==> src/rtl/epBufPkg.sv <==
package epBufPkg;
  localparam int STAT_W    = 16;
  localparam int LEN_FLD_W = 11;
  localparam int TOG_BIT   = 13;
  localparam int CLR_BIT   = 12;
  localparam int BUSY_BIT  = 11;

  // Strobes from the sequencer to the bank datapath
  typedef struct packed {
    logic swap;      // exchange bank roles
    logic dirIn;     // endpoint direction (1 = IN)
    logic sieWr;     // store engine byte in engine bank
    logic cpuWr;     // store CPU byte in CPU bank
    logic sieRd;     // advance engine read position
    logic cpuRd;     // advance CPU read position
    logic sieFlush;  // empty engine bank
  } bufStrobe_t;
endpackage

==> src/rtl/epBufSeq.sv <==
module epBufSeq
  import epBufPkg::*;
(
  input  logic       clk,
  input  logic       rstN,
  input  logic       epDirIn,
  input  logic       contMode,
  input  logic       hsNak,
  input  logic       sieWrEn,
  input  logic       sieRxDone,
  input  logic       sieRdEn,
  input  logic       sieTxDone,
  input  logic       cpuWrEn,
  input  logic       cpuCommit,
  input  logic       cpuRdEn,
  input  logic       cpuRelease,
  input  logic       ctrlWrEn,
  input  logic       togBit,
  input  logic       clrBit,
  input  logic       irqClr,
  output bufStrobe_t str,
  output logic       busy,
  output logic       cpuFull,
  output logic       readyIrq,
  output logic       errFlag
);
  logic busyQ, sieClosedQ, sieLoadedQ, cpuFullQ, irqQ, errQ;
  logic togReq, clrReq, togOk, clrOk, badWr;
  logic outSwap, inSwap, pktEnd, sieAcc;

  always_comb begin
    togReq  = ctrlWrEn & togBit;
    clrReq  = ctrlWrEn & clrBit;
    togOk   = togReq & ~epDirIn & ~busyQ & contMode & hsNak;
    clrOk   = clrReq & epDirIn & ~busyQ;
    badWr   = (togReq & ~togOk) | (clrReq & ~clrOk);
    outSwap = ~epDirIn & ((sieClosedQ & ~cpuFullQ) | togOk);
    inSwap  = epDirIn & cpuFullQ & ~sieLoadedQ;
    pktEnd  = (~epDirIn & sieRxDone) | (epDirIn & sieTxDone);

    str.swap     = outSwap | inSwap;
    str.dirIn    = epDirIn;
    str.sieWr    = ~epDirIn & sieWrEn & ~sieClosedQ & ~outSwap;
    str.cpuWr    = epDirIn & cpuWrEn & ~cpuFullQ;
    str.sieRd    = epDirIn & sieRdEn & sieLoadedQ & ~clrOk;
    str.cpuRd    = ~epDirIn & cpuRdEn & cpuFullQ & ~outSwap;
    str.sieFlush = epDirIn & sieLoadedQ & (clrOk | sieTxDone);
    sieAcc       = str.sieWr | str.sieRd;
  end

  always_ff @(posedge clk) begin
    if (!rstN) begin
      busyQ      <= 1'b0;
      sieClosedQ <= 1'b0;
      sieLoadedQ <= 1'b0;
      cpuFullQ   <= 1'b0;
      irqQ       <= 1'b0;
      errQ       <= 1'b0;
    end else begin
      // busy tracks an engine packet in progress
      if (pktEnd)      busyQ <= 1'b0;
      else if (sieAcc) busyQ <= 1'b1;

      // OUT: bank closes at packet end unless continuous mode is on
      if (outSwap)
        sieClosedQ <= 1'b0;
      else if (~epDirIn & sieRxDone & ~contMode)
        sieClosedQ <= 1'b1;

      // IN: engine bank loaded by a swap, emptied by send or clear
      if (inSwap)            sieLoadedQ <= 1'b1;
      else if (str.sieFlush) sieLoadedQ <= 1'b0;

      if (epDirIn) begin
        if (inSwap)         cpuFullQ <= 1'b0;
        else if (cpuCommit) cpuFullQ <= 1'b1;
      end else begin
        if (outSwap)         cpuFullQ <= 1'b1;
        else if (cpuRelease) cpuFullQ <= 1'b0;
      end

      if (str.swap)    irqQ <= 1'b1;
      else if (irqClr) irqQ <= 1'b0;

      errQ <= errQ | badWr;
    end
  end

  assign busy     = busyQ;
  assign cpuFull  = cpuFullQ;
  assign readyIrq = irqQ;
  assign errFlag  = errQ;


  err_sticky_chk: assert property (@(posedge clk) disable iff (!rstN)
    errFlag |=> errFlag);


  busy_block_chk: assert property (@(posedge clk) disable iff (!rstN)
    (ctrlWrEn && (togBit || clrBit) && busyQ) |=> (errFlag && !irqQ || errFlag));


  swap_irq_chk: assert property (@(posedge clk) disable iff (!rstN)
    str.swap |=> readyIrq);


  busy_clr_chk: assert property (@(posedge clk) disable iff (!rstN)
    pktEnd |=> !busy);
endmodule

==> src/rtl/epBufData.sv <==
module epBufData
  import epBufPkg::*;
#(
  parameter int DATA_W = 8,
  parameter int DEPTH  = 64
) (
  input  logic                 clk,
  input  logic                 rstN,
  input  bufStrobe_t           str,
  input  logic [DATA_W-1:0]    sieWrData,
  input  logic [DATA_W-1:0]    cpuWrData,
  output logic [DATA_W-1:0]    sieRdData,
  output logic [DATA_W-1:0]    cpuRdData,
  output logic [LEN_FLD_W-1:0] sieLen,
  output logic [LEN_FLD_W-1:0] cpuLen
);
  localparam int PTR_W = $clog2(DEPTH);
  localparam int CNT_W = $clog2(DEPTH + 1);
  localparam logic [CNT_W-1:0] CAP = CNT_W'(DEPTH);

  logic             selQ;  // index of the engine-side bank
  logic [CNT_W-1:0] siePtrQ, cpuPtrQ;
  logic [CNT_W-1:0] bankLen [2];
  logic [DATA_W-1:0] bankRd [2];
  logic [CNT_W-1:0] sieCnt, cpuCnt;

  assign sieCnt = bankLen[selQ];
  assign cpuCnt = bankLen[~selQ];

  for (genvar b = 0; b < 2; b++) begin : gBank
    logic              isSie, wrHit, clrHit;
    logic [DATA_W-1:0] wrWord;
    logic [CNT_W-1:0]  rdPtr;
    logic [CNT_W-1:0]  lenQ;
    logic [DATA_W-1:0] memQ [DEPTH];

    always_comb begin
      isSie  = (selQ == 1'(b));
      wrHit  = isSie ? str.sieWr : str.cpuWr;
      wrWord = isSie ? sieWrData : cpuWrData;
      rdPtr  = isSie ? siePtrQ : cpuPtrQ;
      // the bank that the producer fills next starts empty
      clrHit = (str.swap & (str.dirIn == isSie)) | (str.sieFlush & isSie);
    end

    always_ff @(posedge clk) begin
      if (!rstN)                      lenQ <= '0;
      else if (clrHit)                lenQ <= '0;
      else if (wrHit && lenQ < CAP)   lenQ <= lenQ + 1'b1;
    end

    always_ff @(posedge clk) begin
      if (wrHit && !clrHit && lenQ < CAP)
        memQ[lenQ[PTR_W-1:0]] <= wrWord;
    end

    assign bankLen[b] = lenQ;
    assign bankRd[b]  = memQ[rdPtr[PTR_W-1:0]];
  end

  always_ff @(posedge clk) begin
    if (!rstN) begin
      selQ    <= 1'b0;
      siePtrQ <= '0;
      cpuPtrQ <= '0;
    end else begin
      if (str.swap) selQ <= ~selQ;

      if ((str.swap && str.dirIn) || str.sieFlush)
        siePtrQ <= '0;
      else if (str.sieRd && siePtrQ < sieCnt)
        siePtrQ <= siePtrQ + 1'b1;

      if (str.swap && !str.dirIn)
        cpuPtrQ <= '0;
      else if (str.cpuRd && cpuPtrQ < cpuCnt)
        cpuPtrQ <= cpuPtrQ + 1'b1;
    end
  end

  assign sieRdData = bankRd[selQ];
  assign cpuRdData = bankRd[~selQ];
  assign sieLen    = LEN_FLD_W'(sieCnt);
  assign cpuLen    = LEN_FLD_W'(cpuCnt);


  len_cap_chk: assert property (@(posedge clk) disable iff (!rstN)
    (sieCnt <= CAP) && (cpuCnt <= CAP));


  swap_len_chk: assert property (@(posedge clk) disable iff (!rstN)
    (str.swap && !str.dirIn) |=> (cpuLen == $past(sieLen)) && (sieLen == '0));


  in_swap_chk: assert property (@(posedge clk) disable iff (!rstN)
    (str.swap && str.dirIn) |=> (sieLen == $past(cpuLen)) && (cpuLen == '0));
endmodule

==> src/rtl/epBufCtrl.sv <==
module epBufCtrl
  import epBufPkg::*;
#(
  parameter int DATA_W = 8,
  parameter int DEPTH  = 64
) (
  input  logic                 clk,
  input  logic                 rstN,
  input  logic                 epDirIn,
  input  logic                 contMode,
  input  logic                 hsNak,
  input  logic                 sieWrEn,
  input  logic [DATA_W-1:0]    sieWrData,
  input  logic                 sieRxDone,
  input  logic                 sieRdEn,
  output logic [DATA_W-1:0]    sieRdData,
  input  logic                 sieTxDone,
  input  logic                 cpuWrEn,
  input  logic [DATA_W-1:0]    cpuWrData,
  input  logic                 cpuCommit,
  input  logic                 cpuRdEn,
  output logic [DATA_W-1:0]    cpuRdData,
  input  logic                 cpuRelease,
  input  logic                 ctrlWrEn,
  input  logic [STAT_W-1:0]    ctrlWrData,
  output logic [STAT_W-1:0]    ctrlRdData,
  output logic [LEN_FLD_W-1:0] cpuLen,
  output logic                 cpuBankFull,
  output logic                 readyIrq,
  input  logic                 irqClr,
  output logic                 errFlag
);
  bufStrobe_t          str;
  logic                busy;
  logic [LEN_FLD_W-1:0] sieLen;

  epBufSeq uSeq (
    .clk        (clk),
    .rstN       (rstN),
    .epDirIn    (epDirIn),
    .contMode   (contMode),
    .hsNak      (hsNak),
    .sieWrEn    (sieWrEn),
    .sieRxDone  (sieRxDone),
    .sieRdEn    (sieRdEn),
    .sieTxDone  (sieTxDone),
    .cpuWrEn    (cpuWrEn),
    .cpuCommit  (cpuCommit),
    .cpuRdEn    (cpuRdEn),
    .cpuRelease (cpuRelease),
    .ctrlWrEn   (ctrlWrEn),
    .togBit     (ctrlWrData[TOG_BIT]),
    .clrBit     (ctrlWrData[CLR_BIT]),
    .irqClr     (irqClr),
    .str        (str),
    .busy       (busy),
    .cpuFull    (cpuBankFull),
    .readyIrq   (readyIrq),
    .errFlag    (errFlag)
  );

  epBufData #(.DATA_W(DATA_W), .DEPTH(DEPTH)) uData (
    .clk       (clk),
    .rstN      (rstN),
    .str       (str),
    .sieWrData (sieWrData),
    .cpuWrData (cpuWrData),
    .sieRdData (sieRdData),
    .cpuRdData (cpuRdData),
    .sieLen    (sieLen),
    .cpuLen    (cpuLen)
  );

  // strobe bits and reserved bits always read back as zero
  assign ctrlRdData = {2'b00, 1'b0, 1'b0, busy, sieLen};
endmodule

==> config.mk <==
export PLATFORM = sky130hd
export DESIGN_NAME = epBufCtrl
export DESIGN_NICKNAME = d
export VERILOG_FILES = /design/src/rtl/epBufPkg.sv /design/src/rtl/epBufSeq.sv /design/src/rtl/epBufData.sv /design/src/rtl/epBufCtrl.sv
export SDC_FILE = /design/constraint.sdc
export NUM_CORES = 1
export LEC_CHECK = 0
export ABC_CLOCK_PERIOD_IN_PS = 4600
export BUFFER_PORTS_ARGS = -buffer_cell sky130_fd_sc_hd__buf_2
export CORE_ASPECT_RATIO = 0.6
export CORE_MARGIN = 10
export CORE_UTILIZATION = 45
export CTS_BUF_LIST = sky130_fd_sc_hd__clkbuf_8
export DETAILED_ROUTE_END_ITERATION = 16
export MAX_ROUTING_LAYER = met4
export PLACE_DENSITY = 0.7
export SKIP_CTS_REPAIR_TIMING = 1
export SYNTH_ARGS = -nofsm -noshare
export SYNTH_HDL_FRONTEND = slang
export SYNTH_SLANG_ARGS = --single-unit
==> constraint.sdc <==
create_clock -name clk -period 4.6 [get_ports clk]
set_input_delay 0.92 -clock clk [delete_from_list [all_inputs] [get_ports clk]]
set_output_delay 0.92 -clock clk [all_outputs]
set_load 0.005 [all_outputs]
==> metrics.md, run 1 <==
| Metric | Value |
|---|---|
| Post-route cell area | 51000 µm² |
| Most common cell in the netlist | edfxtp_1 |
| Synthesized area per cell | 14.4 µm² |
| Hold Crit Class | in2reg |
| Core Region | 94600 µm² |
| Initial core utilization | 0.457 |
| CTS max path bufs | 3 |
| Yosys top cell area share | 0.711 |
| Die W | 420 µm |
| FFs w/ async S/R, synth | 0 |
| Worst-Margin Slew | 1.26 ns |
| CTS tree | done |
| Layout Skew | 0.0413 ns |
| RSZ-0062 raised after global routing | yes |
| # setup viols final | 15 |
| Crit path DAT | 3.87 ns |
| Hold WS | 0.268 ns |
| Clock slew at reported path FFs | 0.07 ns |
| GRT Total Usage | 0.220 |
| Cell count after synthesis | 3012 |
| Worst skew pair latency | 0.85 ns |
| Leakage | 16.9 nW |
| Dpl ws | 0.0682 ns |
| First-pass GRT wire length | 174000 µm |
| Drt total wl | 126000 µm |
| Placed instance area | 46300 µm² |
| Fillers | 7412 |
| 1st-pass router iterations | 6 |
| Average wire per standard cell | 26.9 µm |
| Logic pwr share | 0.062 |
| Placed Cells | 4373 |
| DRC viols | 0 |
| Finished Layout Cells | 4706 |
| Reg power frac | 0.571 |
| Final slew viol count | 0 |
| Final net count | 3410 |
| CP max stage cell | nor4_4 |
| Sw Ratio | 0.238 |
| DRT iter0 DRCs | 4470 |
| Post-layout min period | 4.79 ns |
| PwrDens | 370 nW/µm² |
| CTS H-tree depth | 4 |
| Tot Pwr | 18.9 mW |
| Synth Flop Type | edfxtp_1 |
| Chip Height | 260 µm |
| Die area | 109000 µm² |
| Commonest cells post-synth | 1024 x edfxtp_1, 638 x nand2_1, 183 x nand3_1 |
| Max-cap viol count | 0 |
| Area leader, netlist | edfxtp_1 |
| Clock power share | 0.367 |
| Switching power | 4.49 mW |
| Remaining Overflow, GRT | 0 |
| CP Max Fanout | 9 |
| Outcome | finished with violations |
| # IOs | 93 |
| Port bufs | 66 |
| VDD IR max | 0.270 mV |
| Number of routed nets with antenna violations | 0 |
| Top cells by area, synth | edfxtp_1 71%, nand2_1 5.5%, mux2i_1 2.9% |
| Routed vias | 28719 |
| Final hold violation count | 0 |
| Seq/Total Area, Yosys | 0.727 |
| CTS Root Cell | clkbuf_8 |
| Largest net degree at the start of global routing | 65 |
| Worst Setup Start Kind | register |
| DP HPWL | 78900 µm |
| Max incr delay on CP | 0.55 ns |
| Area Overhead vs Synth | 17.9% |
| Finished Core Util | 0.539 |
| Clk sink count | 1059 |
| Site row count | 87 |
| Worst slew margin | 0.159 |
| Synth Warn # | 0 |
| Drt via density | 6.10 |
| Fin worst setup slack | -0.195 ns |
| Number of synthesized flops with an enable pin | 1024 |
| Initial antenna violation count | 3 |
| Worst path required time | 3.68 ns |
| Internal power | 14.4 mW |
| Failing checks | negative setup slack |
| Setup TNS | -1.69 ns |
| Period utilisation layout | 1.04 |
| Share of cells above drive strength 1 | 0.230 |
| FF+latch count, synth | 1059 |
| Routability cong. | 0.989 |
| Crit path cell chain | buf_4 > mux2_4 > buf_12 > mux2i_1 > a32oi_1 > a31oi_2 > nor4_4 > a221o_1 > buf_2 |
| Cell variety after synth | 74 |
| F_max | 0.209 GHz |
| Critical path class | reg2out |
| Crit end category | output port |
| Post-Syn Area | 43200 µm² |
| CTS Buf Count | 149 |
| Vias in the first global route | 25642 |
## final cells by class
type	instances	area, µm²	share of cell area
flip-flops and latches	1059	31500	0.617
multi-input cells	1747	11900	0.234
repair buffers	364	3270	0.0641
clock buffers	153	2110	0.0413
well taps	1246	1560	0.0306
clock inverters	110	591	0.0116
inverters	26	97.6	0.00191
diodes	1	2.50	0.0000491
## cell usage in the layout, fill, tap and decap left out, types with 10 or more instances in the layout
cell type,netlist,final
dfxtp_1,35,28
buf_2,54,64
a221o_1,12,12
buf_4,25,236
edfxtp_1,1024,1024
mux4_2,55,55
buf_6,9,16
nand2_1,638,633
buf_12,0,34
or3_1,15,15
mux2i_1,124,115
mux2_2,30,29
o221ai_2,0,11
nand3b_1,14,14
a21oi_1,29,27
o22ai_1,23,10
clkinv_1,0,16
nand4_1,46,46
conb_1,1,12
clkinv_2,0,12
nand3_1,183,181
inv_1,25,91
clkbuf_8,0,153
nor2b_1,11,10
nor2_1,144,141
nor3_1,36,36
a31oi_2,0,22
ha_1,16,16
a32o_1,12,12
a32oi_1,71,63
a22oi_2,0,13
a31oi_1,78,52
## flip-flops by register name, summed over array words and instances (netlist names)
signal / count
uSeq.busy: 1
uSeq.errFlag: 1
uSeq.sieLoadedQ: 1
uData.gBank.lenQ: 14
uData.cpuPtrQ: 7
uSeq.readyIrq: 1
uData.gBank.isSie: 1
uSeq.cpuFull: 1
uData.gBank.memQ: 1024
uSeq.sieClosedQ: 1
uData.siePtrQ: 7
## final timing paths
kind / from / endpoint / slack (ns) / depth (start not counted)
worst max-delay path: uData.gBank[1].isSie / sieRdData[7] / -0.19 / 9
worst min-delay path: sieRxDone / uSeq.busy / 0.27 / 2
worst max register to register: uData.gBank[1].isSie / uData.gBank[1].memQ[9][1] / 0.99 / 8
worst min register to register: uSeq.errFlag / uSeq.errFlag / 0.47 / 1
## critical path, delay by kind of cell (launching register included)
family          cells  cell delay (ns)
buf+inv             3             0.53
mux                 2             0.53
flops               1             0.45
simple gates        1             0.55
compound gates      3             0.95
## logic make-up (layout without fill, tap and decap cells)
family | Yosys count | count (layout) | synth area share
AND/OR/NAND/NOR | 1152 | 1152 | 0.117
buffers and inverters | 223 | 653 | 0.0247
flip-flops | 1059 | 1059 | 0.727
adder cells (fa/ha/maj) | 16 | 16 | 0.00463
XOR/XNOR | 10 | 10 | 0.00203
multiplexers | 211 | 215 | 0.0658
other | 1 | 13 | 0.0000867
AO/OA/AOI/OAI | 340 | 342 | 0.0590
## layer usage
| layer | vias up | global-route usage | routed length (µm) |
|---|---|---|---|
| li1 | 12169 | - | - |
| met1 | 14345 | 0.332 | 53600 |
| met2 | 1954 | 0.278 | 50400 |
| met3 | 251 | 0.0642 | 18400 |
| met4 | 0 | 0.0736 | 4110 |
| met5 | - | - | 0 |
## power by group through the flow
stage          Sequential [mW]  Combinational (mW)  Clock [mW]
3_3_place_gp              11.0               0.971           0
3_5_place_dp              11.0               0.994           0
5_1_grt                   10.8                1.21        7.44
6_report                  10.8                1.17        6.92
4_1_cts                   10.8               0.997        7.00
2_1_floorplan             11.0               0.507           0
Note: power is estimated with default switching activity, not from simulation.
==> inputs of run 2 (changes only) <==
- CTS_BUF_LIST: sky130_fd_sc_hd__clkbuf_8 -> sky130_fd_sc_hd__clkbuf_4
==> run 2 against run 1 <==
Compared with the run above:
- the flow still finishes with violations (negative setup slack)
- sequential share of layout area shrank 0.67 points
- final cell count grew 3.4%
- power grew 3.3%
- via count grew 2.1%
- register-to-register slack lost 0.03 ns
- die area is the same
- flip-flop and latch count is the same
- clock-buffer cell count grew 196
- first-iteration DRC count grew 3.5%
- combinational power is essentially flat
- global-route usage grew 0.17 points
- critical path type unchanged
- critical endpoint is now cpuRdData[1]
==> metrics.md, run 2 (synthesis gave the netlist of run 1 again) <==
| Metric | Value |
|---|---|
| VDD IR max | 0.248 mV |
| Port bufs | 66 |
| RSZ-0062 raised after global routing | yes |
| Worst skew pair latency | 1.18 ns |
| Clk sink count | 1059 |
| F_max | 0.196 GHz |
| Placed Cells | 4373 |
| CTS max path bufs | 3 |
| Worst path required time | 3.68 ns |
| Initial antenna violation count | 6 |
| CTS H-tree depth | 4 |
| Initial core utilization | 0.457 |
| Crit path DAT | 4.18 ns |
| Layout Skew | 0.0856 ns |
| Vias in the first global route | 26255 |
| Outcome | finished with violations |
| Leakage | 17.2 nW |
| CTS Buf Count | 231 |
| Max-cap viol count | 0 |
| Core Region | 94600 µm² |
| Critical path class | reg2out |
| Share of cells above drive strength 1 | 0.275 |
| Placed instance area | 46300 µm² |
| Final slew viol count | 0 |
| RR Endpoint | uData.gBank[1].memQ[9][6] |
| Remaining Overflow, GRT | 0 |
| Reg-to-reg critical path startpoint | uData.gBank[1].isSie |
| Drt total wl | 129000 µm |
| DP HPWL | 78900 µm |
| Routed vias | 29335 |
| Commonest cells after routing, fill and taps aside | 1024 x edfxtp_1, 633 x nand2_1, 349 x clkbuf_4 |
| 1st-pass router iterations | 12 |
| Largest register FFs | 1024 |
| Site row count | 87 |
| Setup TNS | -6.88 ns |
| Routability cong. | 0.989 |
| Most common cell after layout, fill and taps aside | edfxtp_1 |
| Clock slew at reported path FFs | 0.07 ns |
| Tot Pwr | 19.5 mW |
| # IOs | 93 |
| Dpl ws | 0.0682 ns |
| Post-layout min period | 5.10 ns |
| Average wire per standard cell | 26.5 µm |
| Min-delay src | irqClr |
| Number of routed nets with antenna violations | 0 |
| Fillers | 7430 |
| Period utilisation layout | 1.11 |
| Area Overhead vs Synth | 19.3% |
| Drt via density | 6.03 |
| CP Max Fanout | 15 |
| Worst-Margin Slew | 1.30 ns |
| Hold EP | uSeq.readyIrq |
| Fin worst setup slack | -0.500 ns |
| Worst R2R Path Depth | 8 |
| Worst Setup Start Kind | register |
| Hold depth | 3 |
| Die area | 109000 µm² |
| DRT iter0 DRCs | 4626 |
| Failing checks | negative setup slack |
| # setup viols final | 16 |
| Hold Crit Class | in2reg |
| Chip Height | 260 µm |
| DRC viols | 0 |
| Reg2Reg Setup Slack | 0.96 ns |
| Die W | 420 µm |
| First-pass GRT wire length | 176000 µm |
| CTS tree | done |
| PwrDens | 378 nW/µm² |
| Post-route cell area | 51600 µm² |
| Largest net degree at the start of global routing | 65 |
| Final hold violation count | 0 |
| Final net count | 3500 |
| CTS Root Cell | clkbuf_4 |
| Worst slew margin | 0.131 |
| Crit end category | output port |
| GRT Total Usage | 0.222 |
| Finished Layout Cells | 4864 |
run 2: changes by cell type in the layout (fill, tap and decap cells not counted), moves of 4 or more:
cell / before / now
clkinv_1: 16 / 41
clkinvlp_4: 5 / 1
clkbuf_8: 153 / 0
inv_6: 2 / 6
inv_8: 4 / 0
buf_6: 16 / 25
clkinv_2: 12 / 3
buf_4: 236 / 232
diode_2: 1 / 5
inv_1: 91 / 25
clkbuf_4: 0 / 349
run 2: per-layer routing:
layer,track usage,share of wire,up-vias
li1,-,-,12513
met1,0.336,0.42,14449
met2,0.275,0.40,2113
met3,0.0637,0.15,260
met4,0.0837,0.031,0
met5,-,0,-
run 2: how the worst max path moves through the flow:
| stage | start | to | slack [ns] | depth (start not counted) |
|---|---|---|---|---|
| final | uData.gBank[1].isSie | cpuRdData[1] | -0.50 | 11 |
| after global routing | uData.gBank[1].isSie | cpuRdData[6] | -0.57 | 12 |
| after floorplan | uData.gBank[1].isSie | uData.siePtrQ[5] | 1.09 | 14 |
| after CTS | uData.gBank[1].isSie | cpuRdData[5] | -1.23 | 8 |
| after global placement | uData.gBank[1].isSie | cpuRdData[5] | 0.13 | 8 |
| after detailed placement | uData.gBank[1].isSie | cpuRdData[5] | 0.07 | 8 |
run 2: cell type report:
type                       instances  area, µm²  area share
inverter                          26       97.6     0.00189
tap                             1246       1560      0.0302
clock inverter                    60        438     0.00849
sequential                      1059      31500       0.610
antenna                            5       12.5    0.000243
clock buffer                     349       2620      0.0508
multi-input combinational       1747      12000       0.233
timing repair buffer             372       3380      0.0655
run 2: through the flow:
| step | utilization | hold WS [ns] |
|---|---|---|
| after global placement | 0.490 | 0.443 |
| final | 0.545 | 0.0575 |
| after global routing | 0.545 | 0.000222 |
| after detailed placement | 0.490 | 0.459 |
| after CTS | 0.522 | -0.173 |
| after floorplan | - | 0.456 |
run 2: report_power, final:
group	internal (mW)	switching (mW)	leakage, nW	total [mW]
Clock	3.80	3.75	1.81	7.55
Sequential	10.8	0.0215	9.49	10.8
Combinational	0.337	0.837	5.86	1.17
Total	14.9	4.61	17.2	19.5
run 2: worst max-delay path, cell delays in order (launching register included):
cell	delay [ns]
dfxtp_4	0.42
buf_8	0.18
mux2i_4	0.27
buf_12	0.16
buf_4	0.23
nand2_1	0.09
a32oi_1	0.56
and3_1	0.37
a31oi_2	0.08
o221ai_1	0.24
a221o_1	0.25
buf_2	0.16
